**src/rtl/sup_pkg.sv**
```systemverilog
package sup_pkg;
  typedef enum logic {
    SUP_ASSERT = 1'b0,
    SUP_RUN    = 1'b1
  } sup_state_e;
endpackage

```
**src/rtl/sup_prescale.sv**
```systemverilog
module sup_prescale #(
  parameter int DIV = 1000
) (
  input  logic clk_i,
  input  logic rst_ni,
  output logic tick_o
);
  generate
    if (DIV <= 1) begin : g_bypass
      assign tick_o = 1'b1;
    end else begin : g_div
      localparam int PW = $clog2(DIV);
      localparam logic [PW-1:0] LAST = PW'(DIV - 1);
      logic [PW-1:0] cnt_q;
      always_ff @(posedge clk_i or negedge rst_ni) begin
        if (!rst_ni)            cnt_q <= '0;
        else if (cnt_q == LAST) cnt_q <= '0;
        else                    cnt_q <= cnt_q + 1'b1;
      end
      assign tick_o = (cnt_q == LAST);
    end
  endgenerate
endmodule

```
**src/rtl/sup_svc_edge.sv**
```systemverilog
module sup_svc_edge #(
  parameter int SYNC_STAGES = 2
) (
  input  logic clk_i,
  input  logic rst_ni,
  input  logic svc_i,
  output logic edge_o
);
  logic [SYNC_STAGES-1:0] sync_q;
  logic                   prev_q;

  always_ff @(posedge clk_i or negedge rst_ni) begin
    if (!rst_ni) begin
      sync_q <= '0;
      prev_q <= 1'b0;
    end else begin
      sync_q <= {sync_q[SYNC_STAGES-2:0], svc_i};
      prev_q <= sync_q[SYNC_STAGES-1];
    end
  end

  // either direction counts as service
  assign edge_o = sync_q[SYNC_STAGES-1] ^ prev_q;
endmodule

```
**src/rtl/sup_ctrl.sv**
```systemverilog
module sup_ctrl
  import sup_pkg::*;
#(
  parameter int STRETCH_TICKS = 200,
  parameter int WDOG_TICKS    = 1600
) (
  input  logic clk_i,
  input  logic rst_ni,
  input  logic tick_i,
  input  logic uv_i,
  input  logic svc_edge_i,
  output logic rst_n_o,
  output logic rst_o
);
  localparam int SW = $clog2(STRETCH_TICKS + 1);
  localparam int WW = $clog2(WDOG_TICKS + 1);
  localparam logic [SW-1:0] ST_LAST = SW'(STRETCH_TICKS - 1);
  localparam logic [WW-1:0] WD_LAST = WW'(WDOG_TICKS - 1);

  sup_state_e    state_q, state_d;
  logic [SW-1:0] st_cnt_q, st_cnt_d;
  logic [WW-1:0] wd_cnt_q, wd_cnt_d;

  always_comb begin
    state_d  = state_q;
    st_cnt_d = st_cnt_q;
    wd_cnt_d = wd_cnt_q;
    if (uv_i) begin
      state_d  = SUP_ASSERT;
      st_cnt_d = '0;
      wd_cnt_d = '0;
    end else if (state_q == SUP_ASSERT) begin
      wd_cnt_d = '0;
      if (tick_i) begin
        if (st_cnt_q == ST_LAST) begin
          state_d  = SUP_RUN;
          st_cnt_d = '0;
        end else begin
          st_cnt_d = st_cnt_q + 1'b1;
        end
      end
    end else begin
      // service beats an expiry in the same cycle
      if (svc_edge_i) begin
        wd_cnt_d = '0;
      end else if (tick_i) begin
        if (wd_cnt_q == WD_LAST) begin
          state_d  = SUP_ASSERT;
          st_cnt_d = '0;
          wd_cnt_d = '0;
        end else begin
          wd_cnt_d = wd_cnt_q + 1'b1;
        end
      end
    end
  end

  always_ff @(posedge clk_i or negedge rst_ni) begin
    if (!rst_ni) begin
      state_q  <= SUP_ASSERT;
      st_cnt_q <= '0;
      wd_cnt_q <= '0;
      rst_n_o  <= 1'b0;
      rst_o    <= 1'b1;
    end else begin
      state_q  <= state_d;
      st_cnt_q <= st_cnt_d;
      wd_cnt_q <= wd_cnt_d;
      rst_n_o  <= (state_d == SUP_RUN);
      rst_o    <= (state_d != SUP_RUN);
    end
  end
endmodule

```
**src/rtl/sup_reset_wdog.sv**
```systemverilog
module sup_reset_wdog #(
  parameter int CLK_DIV       = 1000,
  parameter int STRETCH_TICKS = 200,
  parameter int WDOG_TICKS    = 1600
) (
  input  logic clk_i,
  input  logic rst_ni,
  input  logic uv_i,
  input  logic wdi_i,
  output logic rst_n_o,
  output logic rst_o
);
  logic tick;
  logic svc_edge;

  sup_prescale #(.DIV(CLK_DIV)) i_prescale (
    .clk_i (clk_i),
    .rst_ni(rst_ni),
    .tick_o(tick)
  );

  sup_svc_edge #(.SYNC_STAGES(2)) i_svc_edge (
    .clk_i (clk_i),
    .rst_ni(rst_ni),
    .svc_i (wdi_i),
    .edge_o(svc_edge)
  );

  sup_ctrl #(
    .STRETCH_TICKS(STRETCH_TICKS),
    .WDOG_TICKS   (WDOG_TICKS)
  ) i_ctrl (
    .clk_i     (clk_i),
    .rst_ni    (rst_ni),
    .tick_i    (tick),
    .uv_i      (uv_i),
    .svc_edge_i(svc_edge),
    .rst_n_o   (rst_n_o),
    .rst_o     (rst_o)
  );
endmodule

```
**config.mk**
```make
export PLATFORM = sky130hd
export DESIGN_NAME = sup_reset_wdog
export DESIGN_NICKNAME = d
export VERILOG_FILES = /design/src/rtl/sup_pkg.sv /design/src/rtl/sup_prescale.sv /design/src/rtl/sup_svc_edge.sv /design/src/rtl/sup_ctrl.sv /design/src/rtl/sup_reset_wdog.sv
export SDC_FILE = /design/constraint.sdc
export NUM_CORES = 1
export LEC_CHECK = 0
export ABC_AREA = 1
export BUFFER_PORTS_ARGS = -buffer_cell sky130_fd_sc_hd__buf_2
export CAP_MARGIN = 20
export CORE_MARGIN = 10
export CORE_UTILIZATION = 45
export CTS_BUF_LIST = sky130_fd_sc_hd__clkbuf_4 sky130_fd_sc_hd__clkbuf_8 sky130_fd_sc_hd__clkbuf_16
export DETAILED_ROUTE_END_ITERATION = 10
export SYNTH_ARGS = -nofsm -noshare
export SYNTH_HDL_FRONTEND = slang
export SYNTH_SLANG_ARGS = --single-unit
```
**constraint.sdc**
```tcl
create_clock -name clk_i -period 2 [get_ports clk_i]
set_input_delay 0.3 -clock clk_i [delete_from_list [all_inputs] [get_ports clk_i]]
set_output_delay 0.3 -clock clk_i [all_outputs]
set_load 0.1 [all_outputs]
```
==> results.md, run 1 <==
* CP Max Fanout at 6
* Hold Slack at 0.0917 ns
* Final setup fails at 0
* Setup crit end kind: register
* Largest net degree at the start of global routing at 35
* Internal power at between 0.001 and 0.0015 W
* First drt pass iteration count at 4
* Sink Count at 34
* Post-synthesis cell count at between 200 and 300
* Die Wd at 86.5 um
* Largest cells by area after synthesis: dfrtp_1 (41%), nand2_1 (13%), inv_1 (6.6%)
* Total Routing Usage GR at 0.106
* Global-route wire length before repair at 6520 um
* Overall routed net length at 3670 um
* PD cells at 626 nW/um^2
* Initial antenna violation count at 0
* Standard-cell rows at 24
* VDD IR-drop max at 0.000366 V
* Syn Nets at about 270
* Synth-to-layout area growth at 8.93%
* Gpl congestion at 0.846
* GRT overflow at 0
* Initial drt markers at 97
* CP max-delay cell: dfrtp_1
* Reg2Reg Setup Slack at 0.47 ns
* Cts hold-fix bufs at 0
* WL per Instance at 11.4 um
* Via-to-Cell Ratio at around 4.8
* Detailed Place HPWL at 2690 um
* Number of global-route vias before repair at around 1.5k
* Worst-case clock buffer depth at 2
* Crit start category: register
* Crit path cell chain: ha_1 > nand3_1 > nor2_4 > nand2_1 > nand2_1 > nand2_2 > nand3_1 > inv_1
* Worst-Skew Late Latency at 0.28 ns
* Vias at 1545
* Hold Path Class: input port to asynchronous set/reset pin
* Syn_area_per_cell at 7.66 um^2
* Worst slack, placed at 0.472 ns
* Comb pwr share at 0.041
* Filler cell count at 426
* Delay of the slowest cell on the worst path at ~0.37 ns
* H-tree levels at 2
* Port bufs at 5
* Tmin final at 1.53 ns
* CTS resizes at 0
* Full die area at 7480 um^2
* Arrival @ worst endpoint at 1.70 ns
* Post-route clock skew at 0.00357 ns
* Num CTS Buffers at 5
* Finished layout cell area at about 2200 um^2
* Antenna cell count at 0
* Number of setup buffers added after CTS at 0
* Post-DRT Antenna Nets at 0
* Sequential Power Share at 0.520
* Fmax at 0.655 GHz
* Io pins at 6
* Final #Nets at 277
* Die Y at between 80 and 90 um
* Library cells used by synthesis at 31
* RSZ-0062 raised after global routing: false
* Period utilization at 0.763
* Setup tns final at 0 ns
* Final Hold Viols at 0
* Starting Density at 0.460
* Clock-pin transition on the worst setup and hold timing paths at 0.07 ns
* Final WS setup at 0.474 ns
* Worst endpoint required time at 2.18 ns
* Placed cell area at 2060 um^2
* Yosys warning count at 0
* Slew Limit Fails at 0
* Status: finished, final reports clean
* Synthesized flop and latch total at 34
* Yosys top cell by area: dfrtp_1
* # DRC at 0
* CTS root buffer: clkbuf_8
* Critical path class: register to register
* Area share of the largest cell type after synthesis at 0.415
* Sw frac at 0.218
* Core area at about 4300 um^2
* Max cap viols at 0
* Lkg Pwr at about 1.1 nW
* Layout cells sized above 1 at 0.185
* Switch Pwr at 0.000296 W
* Actual slew at the worst max-slew pin at 0.779 ns
* Worst slew margin at 0.481
* Register area share after synthesis at 0.428
* Post-Syn Area at 1990 um^2
* Clock Power Share at 0.438
* Clock tree from TritonCTS: yes
==> cells in the mapped netlist (all sizes together) <==
master	count
nor3	4
nor4	1
nand3b	2
nand2	79
ha	3
dfstp	1
xnor2	1
or2	2
nor2	38
clkinv	1
nand4	6
inv	40
o21bai	2
xor2	2
nand3	25
dfrtp	33
o21ai	14
a21oi	4
buf	2
==> cell type report <==
cell class                 count  area, um^2  share of cell area
inverter                      41         158              0.0727
multi-input combinational    183         958               0.442
clock buffer                   8         110              0.0508
tap                           52        65.1              0.0300
timing repair buffer           5        25.0              0.0115
sequential                    34         852               0.393
==> placed cells by master (no fill, tap or decap), types with 5 or more instances in the layout <==
cell and count:
nand2_1 67, inv_1 35, dfrtp_1 33, nor2_1 31
nand3_1 23, nand2_2 9, clkbuf_8 8, nand4_1 6
o21ai_2 6, nor2_2 5, buf_2 5
==> sequential cells by signal (all words and copies together), names as in the netlist <==
name and flops:
i_ctrl.rst_n_o 1, i_svc_edge.sync_q 2, i_ctrl.st_cnt_q 8, i_svc_edge.prev_q 1, i_ctrl.wd_cnt_q 11, i_prescale.g_div.cnt_q 10
i_ctrl.rst_o 1
==> worst max-delay path: cells and delay by family, from the launching register on <==
kind          cells  cell delay [ns]
fa+ha+maj         1             0.20
buf+inv           1             0.04
flops             1             0.37
simple gates      6             0.82
==> path summary, 6_finish.rpt <==
| kind | from | to | cells after the start |
|---|---|---|---|
| worst min register to register | i_svc_edge.sync_q[0]$_DFF_PN0_ | i_svc_edge.sync_q[1]$_DFF_PN0_ | 0 |
| worst max-delay path | i_ctrl.wd_cnt_q[0]$_DFFE_PN0P_ | i_ctrl.wd_cnt_q[6]$_DFFE_PN0P_ | 8 |
| max in group asynchronous | rst_ni | i_ctrl.wd_cnt_q[10]$_DFFE_PN0P_ | 1 |
| min in group clk_i | wdi_i | i_svc_edge.sync_q[0]$_DFF_PN0_ | 1 |
| worst min-delay path | rst_ni | i_ctrl.st_cnt_q[3]$_DFFE_PN0P_ | 1 |
| worst max register to register | i_ctrl.wd_cnt_q[0]$_DFFE_PN0P_ | i_ctrl.wd_cnt_q[6]$_DFFE_PN0P_ | 8 |
==> routing by layer <==
metal  share of wire  wire length, um  up-vias  track usage
met5               0                0        -            0
met4           0.013               48        0       0.0501
met3           0.041              151        5       0.0310
met2            0.43             1570       20        0.158
met1            0.52             1900      684        0.138
li1                -                -      836            -
==> through the flow <==
step,util,cells,power (W)
4_1_cts,0.501,323,0.00139
3_5_place_dp,0.476,315,0.000778
5_1_grt,0.501,323,0.00143
6_report,0.501,323,0.00136
3_3_place_gp,0.476,315,0.000778
2_1_floorplan,-,260,0.000755
==> cells by family (layout without fill, tap and decap cells) <==
group | after synthesis | after routing | synth area share
AOI/OAI and AO/OA | 20 | 20 | 0.0641
DFF | 34 | 34 | 0.428
adders and majority gates | 3 | 3 | 0.0189
xor gates and xnor gates | 3 | 3 | 0.0132
and+or+nand+nor | 157 | 157 | 0.385
buffers and inverters | 43 | 54 | 0.0905
==> power by group through the flow <==
stage	logic [W]	registers (W)	clock network, W
2_1_floorplan	0.0000365	0.000718	0
3_3_place_gp	0.0000580	0.000719	0
3_5_place_dp	0.0000580	0.000720	0
4_1_cts	0.0000585	0.000706	0.000624
5_1_grt	0.0000681	0.000707	0.000650
6_report	0.0000561	0.000707	0.000595
(Power assumes the default switching activity.)
==> run 2, diff against run 1 <==
--- a/config.mk
+++ b/config.mk
@@ -5,7 +5,7 @@
 export SDC_FILE = /design/constraint.sdc
 export NUM_CORES = 1
 export LEC_CHECK = 0
-export ABC_AREA = 1
+export ABC_AREA = 0
 export BUFFER_PORTS_ARGS = -buffer_cell sky130_fd_sc_hd__buf_2
 export CAP_MARGIN = 20
 export CORE_MARGIN = 10
==> constraint.sdc (replaced) <==
create_clock -name clk_i -period 1.5 [get_ports clk_i]
set_input_delay 0.225 -clock clk_i [delete_from_list [all_inputs] [get_ports clk_i]]
set_output_delay 0.225 -clock clk_i [all_outputs]
set_load 0.1 [all_outputs]
==> results.md, run 2 <==
* Post-DRT Antenna Nets at 0 (unchanged)
* Final Hold Viols at 0 (unchanged)
* Largest cells by area after synthesis: dfrtp_1 (46%), nand3_1 (5.3%), o21ai_0 (3.6%)
* Port bufs at 5 (unchanged)
* Post-route clock skew at 0.00167 ns (-0.00190 ns)
* Standard-cell rows at 22 (-8.3%)
* Die Wd at 83.4 um (-3.6%)
* Lkg Pwr at 1.08 nW (-4.5%)
* Clock tree from TritonCTS: yes
* Final #Nets at 254 (-8.3%)
* Commonest cells after routing, fill and taps aside: buf_4 (48), dfrtp_1 (32), nand3_1 (17), nand2_1 (10)
* Vias at 1730 (+12%)
* Post-synth EDFFs at 0 (unchanged)
* Largest net degree at the start of global routing at 22 (-37%)
* Global-route wire length before repair at 8200 um (+26%)
* RSZ-0062 raised after global routing: true
* H-tree levels at 2 (unchanged)
* Max cap viols at 0 (unchanged)
* Biggest regs: i_ctrl.wd_cnt_q: 11 flops, i_prescale.g_div.cnt_q: 10 flops, i_ctrl.st_cnt_q: 8 flops
* Number of global-route vias before repair at 1805 (+24%)
* Failing checks: setup timing
* Total Routing Usage GR at 0.138 (+0.0315)
* Worst-case clock buffer depth at 2 (unchanged)
* Num CTS Buffers at 5 (unchanged)
* Biggest register: i_ctrl.wd_cnt_q
* Initial drt markers at 107 (+10%)
* Worst endpoint required time at 1.72 ns (-0.46 ns)
* Syn_area_per_cell at 9.89 um^2 (+29%)
* Asr flop ratio synth at 1.00 (unchanged)
* Layout cells sized above 1 at 0.407 (+0.223)
* Overall routed net length at 4760 um (+30%)
* Global routing's busiest layer: met2
* Detailed Place HPWL at 3270 um (+21%)
* Critical path class: register to register
* Antenna cell count at 0 (unchanged)
* Setup crit end kind: register
* PD cells at 672 nW/um^2 (+7.3%)
* M3 GR Usage at 0.0313 (+0.000293)
* Fmax at 0.560 GHz (-15%)
* Hold Path Class: input port to register
* Slew Limit Fails at 0 (unchanged)
* Met2 Use GR at 0.228 (+0.0700)
* Status: finished with violations
* Io pins at 6 (unchanged)
* Post-Syn Area at 1810 um^2 (-9.1%)
* Synth-to-layout area growth at 43.5%
* Actual slew at the worst max-slew pin at 0.497 ns (-0.281 ns)
* Commonest non-fill, non-tap cell in the layout: buf_4
* Met1 usage at 0.162 (+0.0239)
* Arrival @ worst endpoint at 2.01 ns (+0.31 ns)
* Max FFs per register at 11 (unchanged)
* First drt pass iteration count at 4 (unchanged)
* Worst-Skew Late Latency at 0.29 ns (about the same)
* Yosys warning count at 0 (unchanged)
* CTS root buffer: clkbuf_8
* Period utilization at 1.19 (+0.428)
* Most common library cells after synthesis: dfrtp_1 (33), nand3_1 (19), o21ai_0 (13)
* Syn Nets at 190 (-29%)
* Clock-pin transition on the worst setup and hold timing paths at 0.07 ns (about the same)
* WL per Instance at 16.1 um (+42%)
* Register area share after synthesis at 0.471 (+0.0426)
* Starting Density at 0.480 (+0.0197)
* Yosys top cell by area: dfrtp_1
* GRT overflow at 0 (unchanged)
* CP Max Fanout at 4 (-2)
* Post-synthesis cell count at 183 (-30%)
* Library cells used by synthesis at 49 (+58%)
* Initial antenna violation count at 0 (unchanged)
* Tmin final at 1.79 ns (+0.260 ns)
* Area share of the largest cell type after synthesis at 0.456 (+0.0413)
* Gpl congestion at 0.823 (-2.8%)
* Worst slew margin at 0.671 (+0.190)
* Crit start category: register
* Final setup fails at 26 (+26)
* Count leader, synth: dfrtp_1
* Synthesized flop and latch total at 34 (unchanged)
* Via-to-Cell Ratio at 5.84 (+22%)
* Final Util at 0.689 (+0.188)
* # DRC at 0 (unchanged)
* Final WS setup at -0.287 ns (-0.760 ns)
* Core area at 3770 um^2 (-13%)
* Full die area at 6960 um^2 (-7.0%)
* VDD IR-drop max at 0.000656 V (+79%)
* Die Y at 83.4 um (-3.6%)
* Sink Count at 34 (unchanged)
* Overall Power at 0.00175 W (+29%)
* Main synth FF type: dfrtp_1
## run 2: cell types whose count changed in the layout (fill, tap and decap cells not counted), moves of 4 or more
cell and change:
buf_4 +48, buf_6 +7, inv_1 -28, inv_2 -4, nand2_1 -57, nand2_2 -9, nand2b_1 +5, nand3_1 -6
nor2_1 -25, nor2_2 -5, o211ai_1 +8, o21ai_2 -6, or3_1 +8
## run 2: layout make-up
type / instances / area (um^2)
Tap cell: 48 / 60.1
Clock buffer: 8 / 97.6
Fill cell: 294 / 1170
Multi-Input combinational cell: 137 / 1060
Sequential cell: 34 / 856
Timing Repair Buffer: 62 / 497
Inverter: 7 / 26.3
## run 2: worst paths after layout
path / from / endpoint / slack (ns) / depth (start not counted)
max: i_prescale.g_div.cnt_q[1]$_DFF_PN0_ / i_ctrl.wd_cnt_q[6]$_DFFE_PN0P_ / -0.29 / 5
min: wdi_i / i_svc_edge.sync_q[0]$_DFF_PN0_ / 0.04 / 1
max reg2reg: i_prescale.g_div.cnt_q[1]$_DFF_PN0_ / i_ctrl.wd_cnt_q[6]$_DFFE_PN0P_ / -0.29 / 5
min reg2reg: i_svc_edge.sync_q[0]$_DFF_PN0_ / i_svc_edge.sync_q[1]$_DFF_PN0_ / 0.38 / 0
max in group asynchronous: rst_ni / i_ctrl.rst_o$_DFF_PN1_ / 0.63 / 3
min in group asynchronous: rst_ni / i_ctrl.st_cnt_q[5]$_DFFE_PN0P_ / 0.37 / 2
## run 2: cells by family (layout without fill, tap and decap cells)
logic type	after synthesis	count (layout)	synth area share
and+or+nand+nor	81	81	0.266
AOI/OAI and AO/OA	48	48	0.188
DFF	34	34	0.471
buffers and inverters	12	77	0.0304
xor gates and xnor gates	5	5	0.0242
adders and majority gates	3	3	0.0207
## run 2: where the power goes
| part | internal [W] | total (W) | switching, W |
|---|---|---|---|
| Combinational | 0.0000270 | 0.0000663 | 0.0000393 |
| Clock | 0.000411 | 0.000743 | 0.000333 |
| Sequential | 0.000926 | 0.000937 | 0.0000111 |
## run 2: routing by layer
| layer | part of all wire | routed length [um] |
|---|---|---|
| met1 | 0.43 | 2070 |
| met2 | 0.52 | 2470 |
| met3 | 0.037 | 176 |
| met4 | 0.0097 | 46 |
| met5 | 0 | 0 |
## run 2: per-stage QoR
stage	setup TNS (ns)	cells	cell area, um^2	setup WS, ns	hold slack (ns)
6_report	-4.46	296	2600	-0.287	0.0422
5_1_grt	-6.44	296	2600	-0.363	0.0450
4_1_cts	-4.31	291	2500	-0.291	0.0371
3_5_place_dp	-4.16	277	2270	-0.305	0.153
3_3_place_gp	-3.50	277	2270	-0.254	0.138
2_1_floorplan	-4.50	183	1870	-0.298	-0.0706
## run 2: timing repair
| action | CTS | global route |
|---|---|---|
| resized for setup | 21 | 16 |
| pin swaps | 7 | 10 |
| setup endpoints to repair | 22 | 28 |
| buffers inserted | 5 | 7 |
| hold endpoints to repair | 13 | 0 |
| hold buffers | 1 | 0 |
## run 2: critical path, stage by stage (launching register included)
cell and delay [ns]:
dfrtp_1 0.39, ha_4 0.17, nand2_4 0.05, or4_4 0.50
or4_4 0.49, a21boi_2 0.13
==> run 3, diff against run 2 <==
--- a/config.mk
+++ b/config.mk
@@ -8,10 +8,12 @@
 export ABC_AREA = 0
 export BUFFER_PORTS_ARGS = -buffer_cell sky130_fd_sc_hd__buf_2
 export CAP_MARGIN = 20
+export CORE_ASPECT_RATIO = 1.75
 export CORE_MARGIN = 10
-export CORE_UTILIZATION = 45
+export CORE_UTILIZATION = 55
 export CTS_BUF_LIST = sky130_fd_sc_hd__clkbuf_4 sky130_fd_sc_hd__clkbuf_8 sky130_fd_sc_hd__clkbuf_16
 export DETAILED_ROUTE_END_ITERATION = 10
+export PLACE_DENSITY = 0.72
 export SYNTH_ARGS = -nofsm -noshare
 export SYNTH_HDL_FRONTEND = slang
 export SYNTH_SLANG_ARGS = --single-unit
==> results.md, run 3 (synthesis results as in run 2) <==
* Status: finished with violations
* Failing checks: setup timing
* Period utilization at 1.21 (+0.0159)
* Die Wd at 63.4 um (-24%)
* Placed cell area at 2310 um^2 (+1.4%)
* Biggest register: i_ctrl.wd_cnt_q
* Via-to-Cell Ratio at 5.94 (+1.7%)
* Num CTS Buffers at 5 (unchanged)
* Delay of the slowest cell on the worst path at 0.51 ns (about the same)
* Sequential Power Share at 0.538 (+0.002)
* Worst endpoint required time at 1.72 ns (about the same)
* Worst-Skew Late Latency at 0.29 ns (about the same)
* Sink Count at 34 (unchanged)
* RSZ-0062 raised after global routing: true
* Final Hold Viols at 0 (unchanged)
* Max FFs per register at 11 (unchanged)
* Clock Power Share at 0.425 (about the same)
* Vias at 1759 (+1.7%)
* Final setup fails at 27 (+3.8%)
* Overall Power at 0.00173 W (-0.71%)
* Gpl congestion at 0.879 (+6.8%)
* Worst-case clock buffer depth at 2 (unchanged)
* Layout cells sized above 1 at 0.419 (+0.0117)
* # DRC at 0 (unchanged)
* Slew Limit Fails at 0 (unchanged)
* Port bufs at 5 (unchanged)
* Clock tree from TritonCTS: yes
* Tmin final at 1.81 ns (+0.0238 ns)
* Crit path cell chain: ha_4 > nand2_4 > or4_4 > or4_1 > a21boi_1
* WL per Instance at 16.4 um (+2.0%)
* PD cells at 660 nW/um^2 (-1.8%)
* Area of the multi-input gates at 1060 um^2 (-0.12%)
* Antenna cell count at 0 (unchanged)
* CP top delay family: simple AND/OR/NAND/NOR gates
* Largest net degree at the start of global routing at 35 (+59%)
* CP Max Fanout at 5 (+1)
* Switch Pwr at 0.000395 W (+3.0%)
* H-tree levels at 2 (unchanged)
* Sw frac at 0.228 (+0.00820)
* Worst slew margin at 0.685 (+0.0138)
* Comb pwr share at 0.037 (about the same)
* Core area at 3180 um^2 (-16%)
* Setup crit end kind: register
* Critical path class: register to register
* Die Y at 95.9 um (+15%)
* Crit start category: register
* Final #Nets at 259 (+2.0%)
* Initial drt markers at 60 (-44%)
* Commonest non-fill, non-tap cell in the layout: buf_4
* Biggest regs: i_ctrl.wd_cnt_q: 11 flops, i_prescale.g_div.cnt_q: 10 flops, i_ctrl.st_cnt_q: 8 flops
* Actual slew at the worst max-slew pin at 0.471 ns (-0.0258 ns)
* First drt pass iteration count at 4 (unchanged)
* Post-route clock skew at 0.00704 ns (+0.00537 ns)
* CP max-delay cell: or4_4
* Synth-to-layout area growth at 45.1%
* Starting Density at 0.570 (+0.0900)
* Max cap viols at 0 (unchanged)
* Clock-pin transition on the worst setup and hold timing paths at 0.07 ns (about the same)
* CTS root buffer: clkbuf_8
* Commonest cells after routing, fill and taps aside: buf_4 (53), dfrtp_1 (32), nand3_1 (18), nand2_1 (10)
* VDD IR-drop max at 0.000603 V (-8.0%)
* Hold Path Class: input port to register
* Fmax at 0.552 GHz (-1.3%)
* Final WS setup at -0.310 ns (-0.0238 ns)
* Overall routed net length at 4860 um (+2.0%)
* Total Routing Usage GR at 0.167 (+0.0291)
* CP Buf/Inv Count at 0 (unchanged)
* Initial antenna violation count at 0 (unchanged)
* Finished layout cell area at 2630 um^2 (+1.1%)
* Standard-cell rows at 27 (+23%)
* Internal power at 0.00134 W (-1.8%)
* Filler cell count at 211 (-28%)
* Post-DRT Antenna Nets at 0 (unchanged)
* FF+latch area at 856 um^2 (unchanged)
* Arrival @ worst endpoint at 2.03 ns (+0.02 ns)
* Number of global-route vias before repair at 1835 (+1.7%)
* Lkg Pwr at 1.11 nW (+2.3%)
* Full die area at 6080 um^2 (-13%)
* GRT overflow at 0 (unchanged)
* Global-route wire length before repair at 8180 um (-0.26%)
* Hold Slack at 0.0372 ns (-0.00505 ns)
* Detailed Place HPWL at 3240 um (-0.71%)
* Io pins at 6 (unchanged)
-- run 3: changes by cell type in the layout (fill, tap and decap cells not counted), sizes merged --
cell	previous run	this run
buf	60	65
clkbuf	9	8
clkinv	0	1
-- run 3: routing by layer --
metal / GRT usage / share of wire
met4: 0.0952 / 0.023
met1: 0.159 / 0.38
met5: 0 / 0
met3: 0.0395 / 0.033
met2: 0.319 / 0.56
-- run 3: worst paths after layout --
path / endpoint / start / slack [ns] / depth (start not counted)
max in group asynchronous: i_ctrl.rst_o$_DFF_PN1_ / rst_ni / 0.84 / 3
min in group asynchronous: i_ctrl.st_cnt_q[5]$_DFFE_PN0P_ / rst_ni / 0.42 / 3
worst min-delay path: i_svc_edge.sync_q[0]$_DFF_PN0_ / wdi_i / 0.04 / 1
worst min register to register: i_svc_edge.sync_q[1]$_DFF_PN0_ / i_svc_edge.sync_q[0]$_DFF_PN0_ / 0.36 / 0
worst max-delay path: i_ctrl.wd_cnt_q[6]$_DFFE_PN0P_ / i_prescale.g_div.cnt_q[1]$_DFF_PN0_ / -0.31 / 5
worst max register to register: i_ctrl.wd_cnt_q[6]$_DFFE_PN0P_ / i_prescale.g_div.cnt_q[1]$_DFF_PN0_ / -0.31 / 5
-- run 3: layout make-up --
class	count	area share
clock inverter	1	0.00191
clock buffer	7	0.0343
timing repair buffer	67	0.203
tap	43	0.0205
sequential	34	0.326
inverter	7	0.0100
multi-input combinational	137	0.404
-- run 3: power by group through the flow --
stage               combinational, W  sequential (W)  clock, W
floorplan                  0.0000198        0.000949         0
CTS                        0.0000639        0.000934  0.000746
global route               0.0000710        0.000934  0.000793
detailed placement         0.0000591        0.000951         0
finish                     0.0000643        0.000934  0.000736
global placement           0.0000567        0.000950         0
-- run 3: through the flow --
stage	std cells	setup slack, ns	utilization	TNS [ns]
3_5_place_dp	277	-0.280	0.726	-4.78
6_report	296	-0.310	0.827	-4.58
4_1_cts	289	-0.312	0.793	-4.30
3_3_place_gp	277	-0.257	0.726	-3.83
2_1_floorplan	183	-0.298	-	-4.50
5_1_grt	296	-0.364	0.827	-7.03
-- run 3: what timing repair did --
| item | 4_1_cts | 5_1_grt |
|---|---|---|
| gates resized for setup | 23 | 12 |
| pin swaps | 5 | 5 |
| gates cloned | 0 | 0 |
| hold buffers | 1 | 0 |
| setup buffers | 3 | 7 |
| endpoints found under the setup margin | 25 | 29 |
| hold endpoints to repair | 33 | 0 |
